File: config.mk
export PLATFORM = sky130hd
export DESIGN_NAME = pafe_unit
export DESIGN_NICKNAME = d
export VERILOG_FILES = /design/src/rtl/pafe_pkg.sv /design/src/rtl/pafe_ofs_regs.sv /design/src/rtl/pafe_readback.sv /design/src/rtl/pafe_flag_cmp.sv /design/src/rtl/pafe_unit.sv
export SDC_FILE = /design/constraint.sdc
export NUM_CORES = 1
export LEC_CHECK = 0
export ABC_AREA = 1
export ABC_CLOCK_PERIOD_IN_PS = 6000
export BUFFER_PORTS_ARGS = -buffer_cell sky130_fd_sc_hd__buf_2
export CAP_MARGIN = 20
export CORE_ASPECT_RATIO = 1.2
export CORE_MARGIN = 5
export CORE_UTILIZATION = 60
export CTS_BUF_LIST = sky130_fd_sc_hd__clkbuf_4 sky130_fd_sc_hd__clkbuf_8 sky130_fd_sc_hd__clkbuf_16
export DETAILED_ROUTE_END_ITERATION = 12
export HOLD_SLACK_MARGIN = 0.1
export PLACE_DENSITY = 0.82
export SLEW_MARGIN = 25
export SYNTH_ARGS = -nofsm -noshare
export SYNTH_HDL_FRONTEND = slang
export SYNTH_HIERARCHICAL = 1
export SYNTH_SLANG_ARGS = --single-unit
File: constraint.sdc
create_clock -name clk -period 6 [get_ports clk]
set_clock_uncertainty 0.15 [all_clocks]
set_input_delay 0.9 -clock clk [delete_from_list [all_inputs] [get_ports clk]]
set_output_delay 0.9 -clock clk [all_outputs]
set_load 0.01 [all_outputs]
File: src/rtl/pafe_pkg.sv
package pafe_pkg;
  typedef enum logic {PRG_PAR = 1'b0, PRG_SER = 1'b1} prg_mode_e;
  typedef enum logic {SEL_EMPTY = 1'b0, SEL_FULL = 1'b1} ofs_sel_e;
endpackage

File: src/rtl/pafe_ofs_regs.sv
module pafe_ofs_regs
  import pafe_pkg::*;
#(
  parameter int DW     = 18,
  parameter int OFS_W  = 14,
  parameter int DEF_LO = 127,
  parameter int DEF_HI = 1023,
  localparam int SER_BITS = 2 * OFS_W,
  localparam int SC_W     = $clog2(SER_BITS + 1)
) (
  input  logic             clk,
  input  logic             rst_n,
  input  logic             mrst_i,
  input  logic             prst_i,
  input  logic             ld_i,
  input  logic             wen_i,
  input  logic             sen_i,
  input  logic             si_i,
  input  logic [DW-1:0]    din_i,
  output logic [OFS_W-1:0] ofs_n_o,
  output logic [OFS_W-1:0] ofs_m_o,
  output prg_mode_e        mode_o,
  output logic [SC_W-1:0]  ser_cnt_o
);
  localparam logic [OFS_W-1:0] DEF_LO_V = OFS_W'(DEF_LO);
  localparam logic [OFS_W-1:0] DEF_HI_V = OFS_W'(DEF_HI);
  localparam logic [SC_W-1:0]  SER_END  = SC_W'(SER_BITS);

  logic [OFS_W-1:0] n_q, n_d, m_q, m_d;
  prg_mode_e        mode_q, mode_d;
  ofs_sel_e         wsel_q, wsel_d;
  logic [SC_W-1:0]  sc_q, sc_d;

  always_comb begin
    n_d    = n_q;
    m_d    = m_q;
    mode_d = mode_q;
    wsel_d = wsel_q;
    sc_d   = sc_q;
    if (mrst_i) begin
      mode_d = ld_i ? PRG_SER : PRG_PAR;
      n_d    = ld_i ? DEF_HI_V : DEF_LO_V;
      m_d    = ld_i ? DEF_HI_V : DEF_LO_V;
      wsel_d = SEL_EMPTY;
      sc_d   = '0;
    end else if (prst_i) begin
      wsel_d = SEL_EMPTY;
      sc_d   = '0;
    end else begin
      if (mode_q == PRG_PAR && ld_i && wen_i) begin
        if (wsel_q == SEL_EMPTY) n_d = din_i[OFS_W-1:0];
        else                     m_d = din_i[OFS_W-1:0];
        wsel_d = (wsel_q == SEL_EMPTY) ? SEL_FULL : SEL_EMPTY;
      end
      if (mode_q == PRG_SER && sen_i && sc_q < SER_END) begin
        for (int b = 0; b < OFS_W; b++) begin
          if (sc_q == SC_W'(b))         n_d[b] = si_i;
          if (sc_q == SC_W'(b + OFS_W)) m_d[b] = si_i;
        end
        sc_d = sc_q + 1'b1;
      end
    end
  end

  always_ff @(posedge clk or negedge rst_n) begin
    if (!rst_n) begin
      n_q    <= DEF_LO_V;
      m_q    <= DEF_LO_V;
      mode_q <= PRG_PAR;
      wsel_q <= SEL_EMPTY;
      sc_q   <= '0;
    end else begin
      n_q    <= n_d;
      m_q    <= m_d;
      mode_q <= mode_d;
      wsel_q <= wsel_d;
      sc_q   <= sc_d;
    end
  end

  assign ofs_n_o   = n_q;
  assign ofs_m_o   = m_q;
  assign mode_o    = mode_q;
  assign ser_cnt_o = sc_q;
endmodule

File: src/rtl/pafe_readback.sv
module pafe_readback
  import pafe_pkg::*;
#(
  parameter int DW    = 18,
  parameter int OFS_W = 14
) (
  input  logic             clk,
  input  logic             rst_n,
  input  logic             mrst_i,
  input  logic             prst_i,
  input  logic             ld_i,
  input  logic             ren_i,
  input  logic [OFS_W-1:0] ofs_n_i,
  input  logic [OFS_W-1:0] ofs_m_i,
  output logic             rd_vld_o,
  output logic [DW-1:0]    rd_data_o
);
  ofs_sel_e      rsel_q, rsel_d;
  logic          vld_q, vld_d;
  logic [DW-1:0] data_q, data_d;

  always_comb begin
    rsel_d = rsel_q;
    vld_d  = 1'b0;
    data_d = data_q;
    if (mrst_i || prst_i) begin
      rsel_d = SEL_EMPTY;
    end else if (ld_i && ren_i) begin
      vld_d  = 1'b1;
      data_d = '0;
      data_d[OFS_W-1:0] = (rsel_q == SEL_EMPTY) ? ofs_n_i : ofs_m_i;
      rsel_d = (rsel_q == SEL_EMPTY) ? SEL_FULL : SEL_EMPTY;
    end
  end

  always_ff @(posedge clk or negedge rst_n) begin
    if (!rst_n) begin
      rsel_q <= SEL_EMPTY;
      vld_q  <= 1'b0;
      data_q <= '0;
    end else begin
      rsel_q <= rsel_d;
      vld_q  <= vld_d;
      data_q <= data_d;
    end
  end

  assign rd_vld_o  = vld_q;
  assign rd_data_o = data_q;
endmodule

File: src/rtl/pafe_flag_cmp.sv
module pafe_flag_cmp #(
  parameter int CAP   = 16384,
  parameter int CNT_W = 15,
  parameter int OFS_W = 14,
  localparam int SUM_W = CNT_W + 1
) (
  input  logic             clk,
  input  logic             rst_n,
  input  logic [CNT_W-1:0] count_i,
  input  logic [OFS_W-1:0] ofs_n_i,
  input  logic [OFS_W-1:0] ofs_m_i,
  output logic             pae_n_o,
  output logic             paf_n_o
);
  localparam logic [SUM_W-1:0] CAP_V = SUM_W'(CAP);

  logic [SUM_W-1:0] cnt_x, n_x, m_x;
  logic pae_q, pae_d, paf_q, paf_d;

  always_comb begin
    cnt_x = SUM_W'(count_i);
    n_x   = SUM_W'(ofs_n_i);
    m_x   = SUM_W'(ofs_m_i);
    pae_d = !(cnt_x < n_x);
    paf_d = !((cnt_x + m_x) > CAP_V);
  end

  always_ff @(posedge clk or negedge rst_n) begin
    if (!rst_n) begin
      pae_q <= 1'b0;
      paf_q <= 1'b1;
    end else begin
      pae_q <= pae_d;
      paf_q <= paf_d;
    end
  end

  assign pae_n_o = pae_q;
  assign paf_n_o = paf_q;
endmodule

File: src/rtl/pafe_unit.sv
module pafe_unit
  import pafe_pkg::*;
#(
  parameter int DW     = 18,
  parameter int CAP    = 16384,
  parameter int DEF_LO = 127,
  parameter int DEF_HI = 1023,
  localparam int OFS_W = $clog2(CAP),
  localparam int CNT_W = OFS_W + 1,
  localparam int SC_W  = $clog2(2 * OFS_W + 1)
) (
  input  logic             clk,
  input  logic             rst_n,
  input  logic             mrst_i,
  input  logic             prst_i,
  input  logic             ld_i,
  input  logic             wen_i,
  input  logic             ren_i,
  input  logic             sen_i,
  input  logic             si_i,
  input  logic [DW-1:0]    din_i,
  input  logic [CNT_W-1:0] count_i,
  output logic             pae_n_o,
  output logic             paf_n_o,
  output logic             rd_vld_o,
  output logic [DW-1:0]    rd_data_o,
  output logic             fifo_wr_en_o,
  output logic             fifo_rd_en_o
);
  logic [OFS_W-1:0] ofs_n, ofs_m;
  prg_mode_e        mode;
  logic [SC_W-1:0]  ser_cnt;

  pafe_ofs_regs #(.DW(DW), .OFS_W(OFS_W), .DEF_LO(DEF_LO), .DEF_HI(DEF_HI)) u_regs (
    .clk(clk), .rst_n(rst_n), .mrst_i(mrst_i), .prst_i(prst_i), .ld_i(ld_i),
    .wen_i(wen_i), .sen_i(sen_i), .si_i(si_i), .din_i(din_i),
    .ofs_n_o(ofs_n), .ofs_m_o(ofs_m), .mode_o(mode), .ser_cnt_o(ser_cnt)
  );

  pafe_readback #(.DW(DW), .OFS_W(OFS_W)) u_rdbk (
    .clk(clk), .rst_n(rst_n), .mrst_i(mrst_i), .prst_i(prst_i), .ld_i(ld_i),
    .ren_i(ren_i), .ofs_n_i(ofs_n), .ofs_m_i(ofs_m),
    .rd_vld_o(rd_vld_o), .rd_data_o(rd_data_o)
  );

  pafe_flag_cmp #(.CAP(CAP), .CNT_W(CNT_W), .OFS_W(OFS_W)) u_flags (
    .clk(clk), .rst_n(rst_n), .count_i(count_i), .ofs_n_i(ofs_n), .ofs_m_i(ofs_m),
    .pae_n_o(pae_n_o), .paf_n_o(paf_n_o)
  );

  assign fifo_wr_en_o = wen_i & ~ld_i;
  assign fifo_rd_en_o = ren_i & ~ld_i;
endmodule

* Word-level counts from Yosys, hierarchy flattened
Index checks and enable logic that the tools add are counted.
** Storage, ports and cells
- Flip-flop bits (word level) :: 53
- Bits of input ports :: 42
- Output and inout port bits :: 23
- Logic and storage cells :: 114
** Operators by class
- $add $sub $neg :: 2
- Magnitude comparators :: 3
- Equality and inequality tests :: 28
- Muxes and demuxes :: 53
- Bitwise logic cells :: 5
- Reductions and logical operators :: 13
** Operators with widths (number)
- 14-bit two-way mux :: 11
- 5-bit equality test, second input constant :: 12
- 5-bit by 4-bit equality test with 1-bit output, second input constant :: 8
- 1-bit two-way mux :: 38
- 5-bit by 3-bit equality test with 1-bit output, second input constant :: 4
- 15-bit by 14-bit adder with 16-bit output :: 1
- 16-bit by 15-bit greater-than comparator with 1-bit output, second input constant :: 1
- 15-bit by 14-bit < comparator with 1-bit output :: 1
- 5-bit two-way mux :: 3
- 5-bit by 2-bit equality test with 1-bit output, second input constant :: 2
- 10-bit two-way mux :: 1
- 3-bit nonzero test :: 2
- 5-bit by 1-bit adder with 5-bit output, second input constant :: 1
- 5-bit by 1-bit equality test with 1-bit output, second input constant :: 1
- 1-bit logical AND :: 5
- 5-bit logical NOT :: 1
- 5-bit < comparator, second input constant :: 1
- 1-bit inverter :: 3
- 1-bit bitwise AND :: 2
- 1-bit logical NOT :: 2
- 2-bit inequality test, second input constant :: 1
- 2-bit AND reduction :: 1
- 2-bit nonzero test :: 1
- 1-bit logical OR :: 1

* Longest topological paths before layout
Gate-level depths: netlist (run 1).
- Depth in word-level cells :: 8
- Mapped depth :: 14
- Depth with buffers taken out :: 14

* Cells and area by module
The synthesis (run 1) kept the hierarchy.
** By module, submodules not included
- pafe_ofs_regs :: times used 1, cells an instance 400, area each 2541.2 um^2, sequential area each 893.4 um^2
- pafe_flag_cmp :: times used 1, cells an instance 259, area each 1436.4 um^2, sequential area each 51.3 um^2
- pafe_readback :: times used 1, cells an instance 122, area each 930.9 um^2, sequential area each 400.4 um^2
- pafe_unit :: times used 1, cells an instance 4, area each 15.0 um^2, sequential area each 0.0 um^2

* Least setup slack after synthesis (run 1)
No wires, ideal clock.
- Kind :: input port to flip-flop
- From :: in count_i[0]
- To :: reg u_flags.paf_q (netlist: u_flags/paf_n_o)
- Setup time :: 60 ps
- Data arrival time :: 2293 ps
- Data required time :: 5790 ps
- Path slack :: 3497 ps
- Stages on the path :: 13
- Path buffers :: 0
- Cell sequence :: ha_1 > fa_1 > nand2_1 > nand2_1 > nand3b_1 > nand2_1 > nand2_1 > nand2_1 > nand2_1 > nand3_1 > nor2_1 > nand3_1 > nand2_1
** Between the ends
- Word-level cells in the longest chain between the ends :: 3
** RTL lines
- start: declaration :: RTL line pafe_unit.sv:22 : input logic [CNT_W-1:0] count_i,
- 15-bit by 14-bit adder with 16-bit output :: RTL line pafe_flag_cmp.sv:25 : paf_d = !((cnt_x + m_x) > CAP_V);
- 16-bit by 15-bit greater-than comparator with 1-bit output :: RTL line pafe_flag_cmp.sv:25
- 1-bit logical NOT :: RTL line pafe_flag_cmp.sv:25
- named net u_flags.paf_d :: RTL line pafe_flag_cmp.sv:18 : logic pae_q, pae_d, paf_q, paf_d;
- end signal: assignment :: RTL line pafe_flag_cmp.sv:34 : paf_q <= paf_d;
- end: declaration :: RTL line pafe_flag_cmp.sv:18
The timed path passes the listed nets, and every way through them passes these cells.
A chain may end at the register's enable or synchronous reset.

* Worst setup path after layout (run 1)
Same ends and word-level chain as after synthesis.

==> metrics.sh, run 1 <==
STATUS='complete, no violations'
POST_CTS.REPAIR.SETUP_BUFFERS=0
MAX_CAP_VIOL_COUNT=0
POST-ROUTE-PERIOD-UTIL_PCT=41.3
POWER_PER_CELL_AREA_nW_PER_UM2=173
LEADING_CELL_TYPES_IN_THE_LAYOUT_FILL_AND_TAPS_EXCLUDED='sky130_fd_sc_hd__nand2_1, sky130_fd_sc_hd__inv_1, sky130_fd_sc_hd__nand3_1'
SEQ_POWER_SHARE_PCT=45.7
TIMING.CRITICAL_PATH.FANOUT_MAX=3
WORST_SETUP_PATH_END_KIND='flip-flop'
STD_CELL_ROWS=36
WORSTPATHCELLLIST='buf_2 -> ha_1 -> fa_1 -> nand2_1 -> nand2_1 -> nand3b_1 -> nand2_1 -> nand2_1 -> nand2_1 -> nand2_1 -> nand3_1 -> nor2_1 -> nand3_1 -> nand2_1'
DRT-VIAS-PER-INSTANCE=5.53
CP_SLOWEST_STAGE_DELAY_PS=440
SETUP.REG_TO_REG.WORST_SLACK_PS=3780
CTS_SINKS=53
ROUTED_WIRE_LENGTH_PER_INSTANCE_UM=14.2
POSTROUTEANTENNANETS=0
DRT-INITIAL-DRC-COUNT=315
GRT_REMAINING_OVERFLOW=0
DOMINANTREGCELLSYNTH='sky130_fd_sc_hd__dfrtp_1'
DIEHEIGHT_UM=109
LAYOUT.CELLS.MOST_COMMON='sky130_fd_sc_hd__nand2_1'
CTS_BUFFERS=5
CTS-HTREE-LEVELS=2
GLOBAL_ROUTE.USAGE.TOTAL_PCT=26.4
MAPPEDNETLISTAREA_UM2=4920
START_UTIL_PCT=61.1
COMBPWRFRAC_PCT=30.8
WORST-ENDPOINT-ARRIVAL_PS=2590
CTS-RESIZED-GATES=0
WORST_PATH_MAX_DELAY_CELL='sky130_fd_sc_hd__fa_1'
FIRST_GLOBAL_VIAS=4753
SYNTH_SEQ_CELLS=53
GRT_PASS1_WL_MM=21.5
R2R_CELLS=12
DRIVE_GT1_SHARE_PCT=15.6
SLACK_OF_THE_CRITICAL_PATH_PS=3520
CLKLATENCYLATEPIN_PS=310
MAXIMUM_NUMBER_OF_PINS_ON_ONE_NET_BEFORE_GLOBAL_ROUTE_REPAIR=54
DESIGN.FINAL.NETS=903
POST-ROUTE-DRC-COUNT=0
ANTENNA_FOUND_INITIAL=0
FMAXACHIEVABLE_MHz=404
BOUNDARYPINS=65
CLOCK_POWER_SHARE_PCT=23.4
DESIGN.DIE.AREA_UM2=10100
SWSHARE_PCT=36.7
ASYNC_FLOP_SHARE_PCT=100
AREAGROWTHSYNTHTOFINISH_PCT=6.40
REPORT.FINAL.HOLD_VIOL_COUNT=0
START_KIND='primary input'
WORST_R2R_STARTPOINT='u_regs/ofs_m_o[0]'
POWER_REPORT.INTERNAL_TOTAL_uW=575
FINAL_MAX_SLEW_VIOL_COUNT=0
RSZ_0062_RAISED_AFTER_GLOBAL_ROUTING='false'
CRIT_END='u_flags/paf_n_o'
CRIT_REQUIRED_PS=6110
ROUTABILITYCONGESTION=0.916
CRITICAL_PATH.REG2REG.ENDPOINT='u_flags/paf_n_o'
TYPE_OF_THE_WORST_SETUP_PATH='in -> reg'
CRIT_START='count_i[0]'
ANT_CELLS=0
DRT_FIRST_PASS_ITERS=6
SYNTH_EDF_COUNT=0
SETUP_VIOL=0
SYNTHCELLS=785
POST_SYNTH_NUM_CELL_TYPES=44
CRIT_PATH_TOP_CELL_BY_COUNT='sky130_fd_sc_hd__nand2_1'
NET-SWITCHING-POWER_uW=333
COREAREA_UM2=8060
FINAL.MIN_CLOCK_PERIOD_PS=2480
WORST_SETUP_HOLD_PATH_CLK_SLEW_PS=100
SYNTH.AVG_CELL_AREA_UM2=6.27
CTS_TREE='built'
MAXSLEWHEADROOM_PCT=54.7
HOLDCRITPATHCLASS='reg -> reg'
SLEW_AT_THE_PIN_CLOSEST_TO_ITS_MAX_SLEW_LIMIT_PS=680
ROOT_BUFFER='sky130_fd_sc_hd__clkbuf_8'
PRE_CTS_SLACK_PS=3230
YOSYSWARNINGS=6
DP_HPWL_MM=10.2
YOSYSSEQAREASHARE_PCT=27.3
DIE_W_UM=92.7
LEAKAGEPOWER_nW=3.02
IRDROPWORSTVDD_mV=0.165
CTS_MAX_PATH_BUFFERS=2
DRT-TOTAL-WL_MM=13.1
ROUTE.VIAS.TOTAL=5110
SETUP-TNS-FINAL_PS=0
PLACEMENT.IO_BUFFERS=56
CTSHOLDBUFFERS=0
routing by layer:
metal	part of all wire (%)	global-route usage, %	wire, µm	vias to the layer above
li1	-	-	-	2518
met1	40	31.9	5200	2309
met2	49	47.4	6480	230
met3	6.8	3.31	892	53
met4	4.2	11.3	552	0
met5	0	0	0	-
cell families after synthesis:
kind of cell	Yosys count	share of synthesized area, %
other	1	0.0762
AO/OA/AOI/OAI	65	7.40
AND/OR/NAND/NOR	500	44.0
buffers and inverters	131	12.4
XOR/XNOR	2	0.356
adder cells (fa/ha/maj)	33	8.54
flip-flops	53	27.3
worst max-delay path: cells and delay by family:
| family | cells | cell delay, ps |
|---|---|---|
| adder cells (fa/ha/maj) | 2 | 660 |
| buffers and inverters | 1 | 110 |
| AND/OR/NAND/NOR | 11 | 930 |
through the flow:
stage / cells / utilization, % / total power, mW / hold WS (ps) / cell area [µm²]
4_1_cts: 924 / 65.0 / 0.915 / 341 / 5240
6_report: 924 / 65.0 / 0.908 / 332 / 5240
3_3_place_gp: 916 / 63.8 / 0.687 / 309 / 5140
2_1_floorplan: 788 / - / 0.612 / 346 / 4930
5_1_grt: 924 / 65.0 / 0.971 / 359 / 5240
3_5_place_dp: 916 / 63.8 / 0.698 / 312 / 5140
Yosys cell counts (15+ instances only):
library cell | n | area [µm²]
sky130_fd_sc_hd__nand3_1 | 66 | 330
sky130_fd_sc_hd__a21oi_1 | 26 | 130
sky130_fd_sc_hd__nor2_1 | 61 | 229
sky130_fd_sc_hd__inv_1 | 96 | 360
sky130_fd_sc_hd__ha_1 | 32 | 400
sky130_fd_sc_hd__nand2_1 | 321 | 1200
sky130_fd_sc_hd__nand2_2 | 19 | 119
sky130_fd_sc_hd__o21ai_0 | 24 | 120
sky130_fd_sc_hd__dfrtp_1 | 38 | 951
sky130_fd_sc_hd__dfstp_2 | 15 | 394
power groups by stage:
stage               Sequential [mW]  Clock, mW  Combinational, mW
floorplan                     0.422          0              0.190
global placement              0.420          0              0.268
detailed placement            0.422          0              0.277
CTS                           0.415      0.222              0.278
global route                  0.419      0.235              0.317
finish                        0.415      0.213              0.280
layout make-up:
class                   count  area [µm²]
multi-input cells         604        2980
fillers                   783        2820
flip-flops and latches     53        1350
inverters                 106         404
repair buffers             58         295
well taps                  95         119
clock buffers               5        68.8
clock inverters             3        25.0
state kept, by name, summed over array words and instances (netlist names):
signal and flops:
u_rdbk/rd_data_o 14, u_regs/ofs_m_o 14, u_flags/paf_n_o 1, u_regs/mode_o 1, u_rdbk/rd_vld_o 1, u_rdbk/rsel_q 1, u_flags/pae_n_o 1, u_regs/ofs_n_o 14
u_regs/ser_cnt_o 5, u_regs/wsel_q 1
worst min path at each step:
stage                                      end                  from  slack [ps]  cells after the start
after floorplan             u_regs/ofs_m_o[11]    u_regs/ofs_m_o[11]         350                      2
after global placement     u_rdbk/rd_data_o[0]   u_rdbk/rd_data_o[0]         310                      2
after detailed placement   u_rdbk/rd_data_o[2]   u_rdbk/rd_data_o[2]         310                      2
after CTS                  u_rdbk/rd_data_o[2]   u_rdbk/rd_data_o[2]         340                      2
after global routing      u_rdbk/rd_data_o[13]  u_rdbk/rd_data_o[13]         360                      2
final                      u_rdbk/rd_data_o[0]   u_rdbk/rd_data_o[0]         330                      2
(Power assumes the default switching activity.)
==> run 2, diff against run 1 <==
- ABC_CLOCK_PERIOD_IN_PS: 6000 -> 2000
- CORE_UTILIZATION: 60 -> 54
- PLACE_DENSITY: 0.82 -> 0.78
- clock period: 6 -> 2 ns (I/O delays scaled with it)
==> run 2 against run 1 <==
The flow now finishes with violations (negative setup slack); critical path depth decreased by 2; combinational power increased to 3.3 times the previous value; cell count increased by 5.7%; via count increased by 0.37%; sequential share of layout area decreased by 1.7 points; setup slack got worse by 3500 ps; hold slack got worse by 200 ps; die area increased by 10%; clock-buffer cell count unchanged; non-clock buffer count increased by 28; sequential power increased to 3.0 times the previous value; critical path type is now reg -> reg; critical endpoint unchanged.
==> metrics.sh, run 2 (same netlist as run 1, synthesis figures left out) <==
STATUS='complete, but fails checks'  # was complete, no violations
VIOLATIONS='negative setup slack'
DRT-VIAS-PER-INSTANCE=5.25  # was 5.53
CTS_MAX_PATH_BUFFERS=2  # unchanged
DESIGN.FINAL.NETS=931  # was 903
BOUNDARYPINS=65  # unchanged
SETUP_VIOL=1  # was 0
CRIT_PATH_TOP_CELL_BY_COUNT='sky130_fd_sc_hd__nand2_1'  # unchanged
LEAKAGEPOWER_nW=3.17  # was 3.02 nW
HOLDCRITSTARTPOINT='mrst_i'  # was u_rdbk/rd_data_o[0]
MAXSLEWHEADROOM_PCT=60.2  # was 54.7%
WORSTPATHCELLLIST='ha_4 -> fa_2 -> nand2_2 -> a21oi_4 -> nand2_1 -> nand2_1 -> nand2_1 -> nand2_1 -> nand3_1 -> nor2_1 -> nand3_1 -> nand2_1'  # was buf_2 -> ha_1 -> fa_1 -> nand2_1 -> nand2_1 -> nand3b_1 -> nand2_1 -> nand2_1 -> nand2_1 -> nand2_1 -> nand3_1 -> nor2_1 -> nand3_1 -> nand2_1
FINAL.MIN_CLOCK_PERIOD_PS=2010
CTS_TREE='built'  # unchanged
AREAGROWTHSYNTHTOFINISH_PCT=13.8  # was 6.40%
GLOBALROUTEMET1UTIL_PCT=29.8  # was 31.9%
SEQUENTIAL_CELL_AREA_UM2=1350  # unchanged
GRT_PASS1_WL_MM=23.1  # was 21.5 mm
DP_HPWL_MM=11.3  # was 10.2 mm
STD_CELL_ROWS=38  # was 36
WORST-ENDPOINT-ARRIVAL_PS=2120  # was 2590 ps
LEADING_CELL_TYPES_IN_THE_LAYOUT_FILL_AND_TAPS_EXCLUDED='sky130_fd_sc_hd__nand2_1, sky130_fd_sc_hd__inv_1, sky130_fd_sc_hd__nand3_1'  # unchanged
START_UTIL_PCT=54.8  # was 61.1%
GRT_REMAINING_OVERFLOW=0  # unchanged
WORST_SETUP_PATH_END_KIND='flip-flop'  # unchanged
ANT_CELLS=0  # unchanged
PRE_CTS_SLACK_PS=-93.1  # was 3230 ps
WORST_PATH_MAX_DELAY_CELL='sky130_fd_sc_hd__dfstp_2'  # was sky130_fd_sc_hd__fa_1
WORST_R2R_STARTPOINT='u_regs/ofs_m_o[0]'  # unchanged
START_KIND='flip-flop'  # was primary input
CRIT_REQUIRED_PS=2110  # was 6110 ps
SLACK_OF_THE_CRITICAL_PATH_PS=-7.00  # was 3520 ps
TYPE_OF_THE_WORST_SETUP_PATH='reg -> reg'  # was in -> reg
ANTENNA_FOUND_INITIAL=0  # unchanged
CRIT_START='u_regs/ofs_m_o[0]'  # was count_i[0]
GROUTE.LAYER.MET2.USAGE_PCT=46.5  # was 47.4%
DIE_W_UM=97.2  # was 92.7 µm
GLOBAL_ROUTE.USAGE.TOTAL_PCT=25.5  # was 26.4%
IRDROPWORSTVDD_mV=0.418  # was 0.165 mV
REPORT.FINAL.HOLD_VIOL_COUNT=0  # unchanged
POST-ROUTE-PERIOD-UTIL_PCT=100
MAX_CAP_VIOL_COUNT=0  # unchanged
CTS_SINKS=53  # unchanged
FINAL_CORE_UTILIZATION_PCT=62.4  # was 65.0%
PLACEMENT.IO_BUFFERS=56  # unchanged
GRT.BUSIEST_LAYER='met2'  # unchanged
POST-ROUTE-DRC-COUNT=0  # unchanged
DRT_FIRST_PASS_ITERS=5  # was 6
CLKLATENCYLATEPIN_PS=320  # was 310 ps
RSZ_0062_RAISED_AFTER_GLOBAL_ROUTING='true'  # was false
WORST_SETUP_HOLD_PATH_CLK_SLEW_PS=110  # was 100 ps
ROOT_BUFFER='sky130_fd_sc_hd__clkbuf_8'  # unchanged
FMAXACHIEVABLE_MHz=498
FINAL_MAX_SLEW_VIOL_COUNT=0  # unchanged
GRTUSAGEMET3_PCT=3.41  # was 3.31%
ROUTED_WIRE_LENGTH_PER_INSTANCE_UM=14.6  # was 14.2 µm
DIEHEIGHT_UM=115  # was 109 µm
MAXIMUM_NUMBER_OF_PINS_ON_ONE_NET_BEFORE_GLOBAL_ROUTE_REPAIR=24  # was 54
POSTROUTEANTENNANETS=0  # unchanged
POWER_PER_CELL_AREA_nW_PER_UM2=506  # was 173 nW/µm²
CTS-HTREE-LEVELS=2  # unchanged
SLEW_AT_THE_PIN_CLOSEST_TO_ITS_MAX_SLEW_LIMIT_PS=597  # was 680 ps
FIRST_GLOBAL_VIAS=4961  # was 4753
ROUTABILITYCONGESTION=0.909  # was 0.916
CTS_BUFFERS=5  # unchanged
LAYOUT.CELLS.MOST_COMMON='sky130_fd_sc_hd__nand2_1'  # unchanged
DRT-TOTAL-WL_MM=14.3  # was 13.1 mm
HOLDCRITPATHCLASS='in -> reg'  # was reg -> reg
COREAREA_UM2=8990  # was 8060 µm²
DESIGN.DIE.AREA_UM2=11100  # was 10100 µm²
TIMING.CRITICAL_PATH.FANOUT_MAX=3  # unchanged
MULTI_INPUT_COMB_AREA_UM2=3080  # was 2980 µm²
FILLER_CELL_COUNT=873  # was 783
DRT-INITIAL-DRC-COUNT=359  # was 315
ROUTE.VIAS.TOTAL=5129  # was 5110
POST_DP_CELL_AREA_UM2=5400  # was 5140 µm²
DESIGN_AREA_UM2=5600  # was 5240 µm²
CP_SLOWEST_STAGE_DELAY_PS=590  # was 440 ps
DRIVE_GT1_SHARE_PCT=20.2  # was 15.6%
[run 2: changes by cell type in the layout (fill, tap and decap cells not counted), moves of 2 or more]
cell / delta
sky130_fd_sc_hd__buf_4: +25
sky130_fd_sc_hd__ha_1: -9
sky130_fd_sc_hd__ha_2: +5
sky130_fd_sc_hd__ha_4: +4
sky130_fd_sc_hd__nand2_1: -4
sky130_fd_sc_hd__nand2_2: +4
sky130_fd_sc_hd__buf_12: +2
sky130_fd_sc_hd__nor2_1: -2
[run 2: metrics by stage]
| stage | power (mW) | setup TNS (ps) | hold WS (ps) | cells |
|---|---|---|---|---|
| after floorplan | 1.84 | 0 | -146 | 788 |
| after global placement | 2.12 | -59.2 | 171 | 967 |
| after detailed placement | 2.14 | -93.1 | 184 | 967 |
| after CTS | 2.81 | 0 | 131 | 976 |
| after global routing | 3.01 | -110 | 147 | 977 |
| final | 2.84 | -7.00 | 129 | 977 |
[run 2: path summary, 6_finish.rpt]
kind                       cells past startpoint                  end  slack, ps
max in group asynchronous                      3    u_regs/ofs_m_o[0]        740
setup / recovery                              12      u_flags/paf_n_o         -7
setup reg to reg                              12      u_flags/paf_n_o         -7
min in group asynchronous                      2   u_regs/ofs_n_o[13]        350
hold reg to reg                                2  u_rdbk/rd_data_o[9]        340
hold / removal                                 2        u_regs/mode_o        130
[run 2: worst max-delay path, delay by kind of cell (launching register included)]
kind	cells	cell delay (ps)
compound gates	1	190
fa+ha+maj	2	360
flops	1	590
simple gates	9	660
[run 2: timing repair]
action                                  4_1_cts  5_1_grt
endpoints found under the hold margin        21        0
gates resized for setup                       4       16
buffers inserted                              0        1
endpoints found under the setup margin        1        1
hold buffers                                  1        0
pin swaps                                     4        2
cloned                                        0        0
[run 2: report_power, final]
part	switching [mW]	leakage, nW	total (mW)	internal [mW]
clock network	0.411	0.0447	0.665	0.254
registers	0.0736	0.652	1.24	1.17
logic	0.574	2.47	0.931	0.357
[run 2: cell type report]
class | instances | area share (%)
well taps | 120 | 2.68
clock buffers | 5 | 1.23
inverters | 106 | 7.21
multi-input cells | 604 | 54.9
clock inverters | 3 | 0.447
flip-flops and latches | 53 | 24.0
repair buffers | 86 | 9.51
[run 2: layer usage]
layer	vias up	share of wire [%]	wire [µm]
met5	-	0	0
met3	31	5.9	835
met4	0	3.4	485
met2	180	50	7160
met1	2344	41	5780
li1	2574	-	-
